--- config.mk ---
export PLATFORM = sky130hd
export DESIGN_NAME = ramp_delay_counter
export DESIGN_NICKNAME = d
export VERILOG_FILES = /design/src/rtl/ramp_delay_counter.sv
export SDC_FILE = /design/constraint.sdc
export NUM_CORES = 1
export LEC_CHECK = 0
export ABC_AREA = 1
export CAP_MARGIN = 20
export CORE_MARGIN = 3
export CORE_UTILIZATION = 40
export DETAILED_ROUTE_END_ITERATION = 8
export PLACE_DENSITY = 0.68
export SLEW_MARGIN = 20
export SYNTH_ARGS = -nofsm -noshare
export SYNTH_HDL_FRONTEND = slang
export SYNTH_SLANG_ARGS = --single-unit
--- constraint.sdc ---
create_clock -name clk -period 1.6 [get_ports clk]
set_input_delay 0.48 -clock clk [delete_from_list [all_inputs] [get_ports clk]]
set_output_delay 0.48 -clock clk [all_outputs]
set_load 0.005 [all_outputs]
--- src/rtl/ramp_delay_counter.sv ---
module ramp_delay_counter #(
  parameter int W = 16
) (
  input  logic         clk,
  input  logic         rst_n,
  input  logic         shadow_we,
  input  logic [W-1:0] shadow_wdata,
  input  logic         sync_in,
  output logic [W-1:0] count,
  output logic         done
);
  localparam logic [W-1:0] ONE  = {{(W-1){1'b0}}, 1'b1};
  localparam logic [W-1:0] ZERO = '0;

  logic [W-1:0] shadow_q;
  logic [W-1:0] cnt_q;
  logic         sync_q;
  logic         sync_rise;

  assign sync_rise = sync_in & ~sync_q;
  assign count     = cnt_q;
  assign done      = (cnt_q == ZERO);

  always_ff @(posedge clk or negedge rst_n) begin
    if (!rst_n) begin
      shadow_q <= ZERO;
      sync_q   <= 1'b0;
    end else begin
      sync_q <= sync_in;
      if (shadow_we) shadow_q <= shadow_wdata;
    end
  end

  always_ff @(posedge clk or negedge rst_n) begin
    if (!rst_n)              cnt_q <= ZERO;
    else if (sync_rise)      cnt_q <= shadow_q;
    else if (cnt_q != ZERO)  cnt_q <= cnt_q - ONE;
  end


  load_chk: assert property (@(posedge clk) disable iff (!rst_n)
    (sync_in && !sync_q) |=> (count == $past(shadow_q)));


  step_chk: assert property (@(posedge clk) disable iff (!rst_n)
    (!(sync_in && !sync_q) && count != ZERO) |=> (count == $past(count) - ONE));


  hold_zero_chk: assert property (@(posedge clk) disable iff (!rst_n)
    (!(sync_in && !sync_q) && done) |=> (count == ZERO && done));


  done_rise_chk: assert property (@(posedge clk) disable iff (!rst_n)
    $rose(done) |-> ($past(count) == ONE || $past(sync_in && !sync_q)));


  level_chk: assert property (@(posedge clk) disable iff (!rst_n)
    (sync_q && count != ZERO) |=> (count == $past(count) - ONE));
endmodule

==> results of run 1 <==
## worst max-delay path: stages (launching register included)
cell	delay (ps)
sky130_fd_sc_hd__dfrtp_1	400
sky130_fd_sc_hd__inv_2	90
sky130_fd_sc_hd__ha_4	150
sky130_fd_sc_hd__nand2_4	60
sky130_fd_sc_hd__nor2_8	100
sky130_fd_sc_hd__nand4_4	80
sky130_fd_sc_hd__inv_2	70
sky130_fd_sc_hd__buf_6	90
## per-stage QoR
step	utilization (%)	hold slack, ps
6_report	65.0	475
5_1_grt	65.0	510
4_1_cts	64.8	481
3_5_place_dp	60.7	466
3_3_place_gp	60.7	458
2_1_floorplan	-	184
## kinds of logic (layout without fill, tap and decap cells)
logic type	Yosys count	in the layout	share of synthesized area, %
muxes	13	13	8.29
DFF	33	33	46.8
adders and majority gates	1	1	0.709
AOI/OAI and AO/OA	16	16	4.54
and+or+nand+nor	111	111	30.0
buffers and inverters	30	113	7.16
xor gates and xnor gates	5	5	2.48
## layer usage
metal / track usage [%] / wire length (um)
met5: 0 / 0
met4: 6.35 / 72
met3: 3.74 / 244
met2: 25.5 / 1810
met1: 24.5 / 1890
## where the power goes
part           switching, mW  internal [mW]
clock network          0.291          0.618
logic                  0.762          0.814
registers              0.111           1.00
## cells in the mapped netlist
library cell                n  area (um^2)
sky130_fd_sc_hd__inv_1     24         90.1
sky130_fd_sc_hd__nand4_4    1         21.3
sky130_fd_sc_hd__buf_2      2         10.0
sky130_fd_sc_hd__buf_4      1         7.51
sky130_fd_sc_hd__xnor2_1    1         8.76
sky130_fd_sc_hd__buf_6      1         11.3
sky130_fd_sc_hd__ha_1       1         12.5
sky130_fd_sc_hd__nor2_2     4         25.0
sky130_fd_sc_hd__xor2_1     4         35.0
sky130_fd_sc_hd__nand2_4    1         11.3
sky130_fd_sc_hd__nor2_8     1         20.0
sky130_fd_sc_hd__nor3_2     1         10.0
sky130_fd_sc_hd__o21ai_0   12         60.1
sky130_fd_sc_hd__nor2_1    16         60.1
sky130_fd_sc_hd__nor2_4     2         22.5
sky130_fd_sc_hd__nand2_1   68          255
sky130_fd_sc_hd__inv_2      1         3.75
sky130_fd_sc_hd__nand3_1   12         60.1
sky130_fd_sc_hd__o21ai_1    4         20.0
sky130_fd_sc_hd__clkbuf_1   1         3.75
sky130_fd_sc_hd__nand3b_1   2         15.0
sky130_fd_sc_hd__nand3_2    3         30.0
sky130_fd_sc_hd__dfrtp_1   33          826
sky130_fd_sc_hd__mux2_2    13          146
## worst max-delay path by stage
stage	start	endpoint	slack [ps]
after global routing	count[1]$_DFFE_PN0P_	done	-250
after CTS	count[1]$_DFFE_PN0P_	done	-210
after detailed placement	count[1]$_DFFE_PN0P_	done	-290
after global placement	count[1]$_DFFE_PN0P_	done	-280
after floorplan	count[0]$_DFFE_PN0P_	done	-8
final	count[1]$_DFFE_PN0P_	done	-200
## state kept, by name, indices dropped and copies added, names as in the netlist
name      cells
shadow_q     16
sync_q        1
count        16
## layout by cell type (no fill, tap or decap)
| master | n |
|---|---|
| sky130_fd_sc_hd__clkdlybuf4s50_1 | 19 |
| sky130_fd_sc_hd__nand4_4 | 1 |
| sky130_fd_sc_hd__inv_2 | 4 |
| sky130_fd_sc_hd__clkinv_2 | 1 |
| sky130_fd_sc_hd__inv_1 | 21 |
| sky130_fd_sc_hd__nand3_1 | 12 |
| sky130_fd_sc_hd__dfrtp_1 | 33 |
| sky130_fd_sc_hd__o21ai_1 | 4 |
| sky130_fd_sc_hd__nor2_2 | 7 |
| sky130_fd_sc_hd__ha_4 | 1 |
| sky130_fd_sc_hd__xor2_1 | 4 |
| sky130_fd_sc_hd__nor2_8 | 1 |
| sky130_fd_sc_hd__nand3_2 | 3 |
| sky130_fd_sc_hd__nand2_2 | 1 |
| sky130_fd_sc_hd__nand2_1 | 67 |
| sky130_fd_sc_hd__nand2_4 | 1 |
| sky130_fd_sc_hd__nand3b_1 | 2 |
| sky130_fd_sc_hd__buf_6 | 5 |
| sky130_fd_sc_hd__dlygate4sd2_1 | 16 |
| sky130_fd_sc_hd__buf_4 | 37 |
| sky130_fd_sc_hd__o21ai_0 | 12 |
| sky130_fd_sc_hd__xnor2_1 | 1 |
| sky130_fd_sc_hd__nor3_2 | 1 |
| sky130_fd_sc_hd__nor2_4 | 2 |
| sky130_fd_sc_hd__nor2_1 | 13 |
| sky130_fd_sc_hd__buf_12 | 3 |
| sky130_fd_sc_hd__clkbuf_8 | 5 |
| sky130_fd_sc_hd__bufinv_16 | 2 |
| sky130_fd_sc_hd__mux2_2 | 13 |
## final cells by class
type,count,area [um^2]
Fill cell,340,1440
Sequential cell,33,826
Timing Repair Buffer,80,724
Multi-Input combinational cell,146,836
Tap cell,50,62.6
Clock inverter,3,65.1
Inverter,25,93.8
Clock buffer,5,68.8
## repair_timing
item                       in CTS  in global routing
setup endpoints to repair      17                  5
gates resized for setup        26                  4
pin swaps                       3                  3
setup buffers                   5                  0
==> summary.md, run 1 <==
| Metric | Value |
|---|---|
| Status | `finished, violations left` |
| Violated checks | `negative setup slack` |
| Total length of routed wires | `4020 um` |
| Leakage dissipation | `1.38 nW` |
| Sort of element at the end of the critical path | `primary output` |
| Worst min-delay path startpoint | `shadow_q[11]$_DFFE_PN0P_` |
| Number of vias per cell | `4.65` |
| Maximum number of pins on one net before global-route repair | `34` |
| Port buffer count | `36` |
| Number of buffers inserted for hold repair after clock tree synthesis | `0` |
| Endpoints failing hold | `0` |
| Die W | `72.4 um` |
| Clock tree from TritonCTS | `built` |
| Seq/Total Area, Yosys | `46.8%` |
| Routed wire per std cell | `11.8 um` |
| Total cell area at the placement stage | `2500 um^2` |
| Measured slew at the worst slew-check pin | `232 ps` |
| Number of standard cells after synthesis | `209` |
| Final Max Slew Viols | `0` |
| Unrepaired setup endpoints after global routing | `true` |
| Flip-flop and latch count after synthesis | `33` |
| Capture endpoint of the worst hold path | `count[11]$_DFFE_PN0P_` |
| Final-stage net count | `312` |
| Dpl ws | `-294 ps` |
| Total design power | `3.60 mW` |
| Worst min path class | `reg -> reg` |
| GR Overflow Total | `0` |
| Post-detailed-route count of antenna-violating nets | `0` |
| First-pass DRT Iterations | `4` |
| CTS Buffer Depth | `2` |
| Starting density of the core | `42.9%` |
| Critical path required time | `1120 ps` |
| Placed Instances | `329` |
| Count of warnings emitted by yosys | `0` |
| Wire length of the first global-routing pass | `6920 um` |
| Worst-path clk slew | `70 ps` |
| Worst hold path depth | `2` |
| Number of rows in the core area | `23` |
| Synth cell types | `24` |
| Proportion of layout cells with a drive suffix above 1 | `30.1%` |
| Final worst setup slack | `-201 ps` |
| Number of global-route vias before repair | `1,518` |
| Clock sink count | `33` |
| Max-Cap Viols | `0` |
| Worst setup path class | `reg -> out` |
| Arrival time of the worst setup path | `1320 ps` |
| Max FO, Critical Path | `2` |
| GRT Resource Usage Total | `17.1%` |
| Number of antenna violations at the first check in global routing | `0` |
| Via total after detailed routing | `1,589` |
| Total I/O pin count | `37` |
| Weighted congestion reported at the end of routability-driven placement | `0.843` |
| Clock tree skew after final layout | `4.59 ps` |
| Y dimension of the die | `72.4 um` |
| Synth-to-Final Area Change | `51.6%` |
| Root cell of the clock tree | `sky130_fd_sc_hd__clkbuf_8` |
| Post-DP HPWL | `3060 um` |
| Average instance area after synthesis | `8.45 um^2` |
| Synthesized cell area | `1770 um^2` |
| Floorplan core area | `4120 um^2` |
| IR drop worst, VDD | `0.725 mV` |
| DRC marker count from the first detailed-route iteration | `86` |
| Max frequency | `0.555 GHz` |
| Final critical path time including I/O delays and setup | `1800 ps` |
| Headroom to the max-slew limit | `84.5%` |
| Terminus of the critical flop-to-flop path | `count[7]$_DFFE_PN0P_` |
| Drt drc | `0` |
| Final sum of negative setup slack | `-201 ps` |
| Nets in the synthesized netlist | `230` |
| Total Die Area | `5250 um^2` |
| Final antenna diode count | `0` |
| Post-route standard cell area excluding fillers | `2680 um^2` |
| Worst reg2reg path startpoint | `count[4]$_DFFE_PN0P_` |
| Final cell count without fillers | `342` |
| Clock buffer count from CTS | `5` |
| Worst skew pair latency | `280 ps` |
| Kind of start point of the critical path | `flip-flop` |
| Share of the clock period used by the worst path | `113%` |
| Reg2Reg Depth | `6` |
| Pwr/cell area | `1340 nW/um^2` |
| Setup slack of the most critical reg-to-reg path | `120 ps` |
| Clock H-tree levels | `2` |
| Final count of negative-setup-slack endpoints | `1` |
Power figures use the tool's default switching activity.
==> run 2, diff against run 1 <==
--- a/config.mk
+++ b/config.mk
@@ -7,10 +7,12 @@
 export LEC_CHECK = 0
 export ABC_AREA = 1
 export CAP_MARGIN = 20
+export CORE_ASPECT_RATIO = 1.1
 export CORE_MARGIN = 3
 export CORE_UTILIZATION = 40
 export DETAILED_ROUTE_END_ITERATION = 8
 export PLACE_DENSITY = 0.68
+export SETUP_SLACK_MARGIN = 0.5
 export SLEW_MARGIN = 20
 export SYNTH_ARGS = -nofsm -noshare
 export SYNTH_HDL_FRONTEND = slang
==> run 2 against run 1 <==
  * The run still ends with negative setup slack left
  * Die area about the same
  * Global-route usage up 1.7 points
  * Flip-flop and latch count unchanged
  * Total power up 18%
  * Non-clock buffer count up 18
  * Routed wire length up 25%
  * Hold slack worse by 3.8 ps
  * Core utilization up 9.7 points
  * Register-to-register slack worse by 190 ps
  * Final area up 15%
==> summary.md, run 2 (synthesis results as in run 1) <==
| Metric | Value |
|---|---|
| Final-layout fill cell count | `274` |
| Final-stage net count | `330` |
| Proportion of layout cells with a drive suffix above 1 | `48.4%` |
| Worst-path clk slew | `70 ps` |
| Final worst setup slack | `-196 ps` |
| Headroom to the max-slew limit | `84.9%` |
| Max-Cap Viols | `0` |
| Number of buffers inserted for hold repair after clock tree synthesis | `0` |
| Number of rows in the core area | `24` |
| Post-DP HPWL | `3030 um` |
| Status | `finished, violations left` |
| Endpoints failing hold | `0` |
| Kind of start point of the critical path | `flip-flop` |
| Max frequency | `0.557 GHz` |
| Leakage dissipation | `1.54 nW` |
| Unrepaired setup endpoints after global routing | `true` |
| Synth-to-Final Area Change | `74.1%` |
| Total Die Area | `5250 um^2` |
| Critical path required time | `1120 ps` |
| Final critical path time including I/O delays and setup | `1800 ps` |
| Clock H-tree levels | `2` |
| DRC marker count from the first detailed-route iteration | `86` |
| Final Max Slew Viols | `0` |
| Clock tree skew after final layout | `7.31 ps` |
| Y dimension of the die | `75.7 um` |
| Area used by sequential logic in the layout | `826 um^2` |
| Via total after detailed routing | `1,743` |
| Measured slew at the worst slew-check pin | `226 ps` |
| Final Core Density | `74.7%` |
| Number of global-route vias before repair | `1,571` |
| Post-detailed-route count of antenna-violating nets | `0` |
| Top library cells by usage in the layout, fill and taps aside | `56 x sky130_fd_sc_hd__nand2_1, 42 x sky130_fd_sc_hd__buf_6, 33 x sky130_fd_sc_hd__dfrtp_1` |
| Maximum number of pins on one net before global-route repair | `34` |
| Weighted congestion reported at the end of routability-driven placement | `0.797` |
| Total I/O pin count | `37` |
| Number of antenna violations at the first check in global routing | `0` |
| Port buffer count | `36` |
| Arrival time of the worst setup path | `1320 ps` |
| GR Overflow Total | `0` |
| Floorplan core area | `4110 um^2` |
| Clock tree from TritonCTS | `built` |
| GRT Resource Usage Total | `18.8%` |
| IR drop worst, VDD | `0.808 mV` |
| Footprint of the multi-input gates | `990 um^2` |
| Root cell of the clock tree | `sky130_fd_sc_hd__clkbuf_8` |
| Worst setup path class | `reg -> out` |
| Most common library cell in the layout ignoring fill and taps | `sky130_fd_sc_hd__nand2_1` |
| Worst min path class | `in -> reg` |
| Final count of negative-setup-slack endpoints | `8` |
| Wire length of the first global-routing pass | `7500 um` |
| Worst skew pair latency | `290 ps` |
| Routed wire per std cell | `13.9 um` |
| Final antenna diode count | `0` |
| Hold slack final | `471 ps` |
| Violated checks | `negative setup slack` |
| Die W | `69.3 um` |
| Share of the clock period used by the worst path | `112%` |
| Clock sink count | `33` |
| Number of vias per cell | `4.81` |
| Starting density of the core | `42.9%` |
| Max FO, Critical Path | `4` |
| First-pass DRT Iterations | `4` |
| CTS Buffer Depth | `2` |
| Pwr/cell area | `1380 nW/um^2` |
| Sort of element at the end of the critical path | `primary output` |
| Drt drc | `0` |
| Total length of routed wires | `5020 um` |
| Clock buffer count from CTS | `5` |
## run 2: changes by cell type in the layout (fill, tap and decap cells not counted), moves of 7 or more
cell and delta:
sky130_fd_sc_hd__buf_6 +37, sky130_fd_sc_hd__dlygate4sd2_1 -15, sky130_fd_sc_hd__nand2_1 -11, sky130_fd_sc_hd__buf_4 -8, sky130_fd_sc_hd__nand2_2 +8, sky130_fd_sc_hd__nor2_1 -7, sky130_fd_sc_hd__nor2_4 +7
## run 2: path summary, 6_finish.rpt
path                                          start                 endpoint  slack (ps)  depth (start not counted)
max in group asynchronous                     rst_n  shadow_q[8]$_DFFE_PN0P_         860                          2
min                                         sync_in         sync_q$_DFF_PN0_         470                          1
min reg2reg                shadow_q[12]$_DFFE_PN0P_    count[12]$_DFFE_PN0P_         490                          2
max                            count[0]$_DFFE_PN0P_                 count[0]        -200                          2
max reg2reg                    count[5]$_DFFE_PN0P_     count[9]$_DFFE_PN0P_         -70                         12
min in group asynchronous                     rst_n     count[1]$_DFFE_PN0P_         560                          2
## run 2: metrics by stage
stage	setup slack, ps	power [mW]	TNS (ps)	std cells	cell area (um^2)
finish	-196	4.25	-599	362	3070
CTS	-231	3.91	-417	355	2940
detailed placement	-293	2.71	-1430	331	2520
global route	-268	4.48	-1230	362	3070
floorplan	-7.71	1.86	-7.71	209	1820
global placement	-277	2.70	-971	331	2520
## run 2: power breakdown
group	internal, mW	leakage (nW)	total, mW	switching (mW)
clock	0.389	0.0542	0.693	0.305
sequential	1.00	0.397	1.13	0.129
combinational	1.33	1.09	2.42	1.09
total	2.72	1.54	4.25	1.52
## run 2: cell type report
type,count,area share [%]
clock buffer,7,3.13
clock inverter,1,0.163
inverter,25,3.05
multi-input combinational,146,32.2
sequential,33,26.9
tap,52,2.12
timing repair buffer,98,32.5
## run 2: per-layer routing
metal  global-route usage [%]  vias to the layer above  share of wire, %
met5                        0                        -                 0
met4                     8.89                        0               2.7
met3                     3.96                       12               5.6
met2                     33.7                       50                51
met1                     22.0                      825                40
li1                         -                      856                 -
## run 2: critical path, cell delays in order (launching register included)
cell and delay, ps:
sky130_fd_sc_hd__dfrtp_1 370, sky130_fd_sc_hd__buf_4 160, sky130_fd_sc_hd__clkdlybuf4s50_1 500
## run 2: what timing repair did
action | CTS | global route
cloned | 1 | 0
endpoints found under the setup margin | 46 | 33
pin swaps | 11 | 11
resized for setup | 130 | 28
buffers inserted | 15 | 7
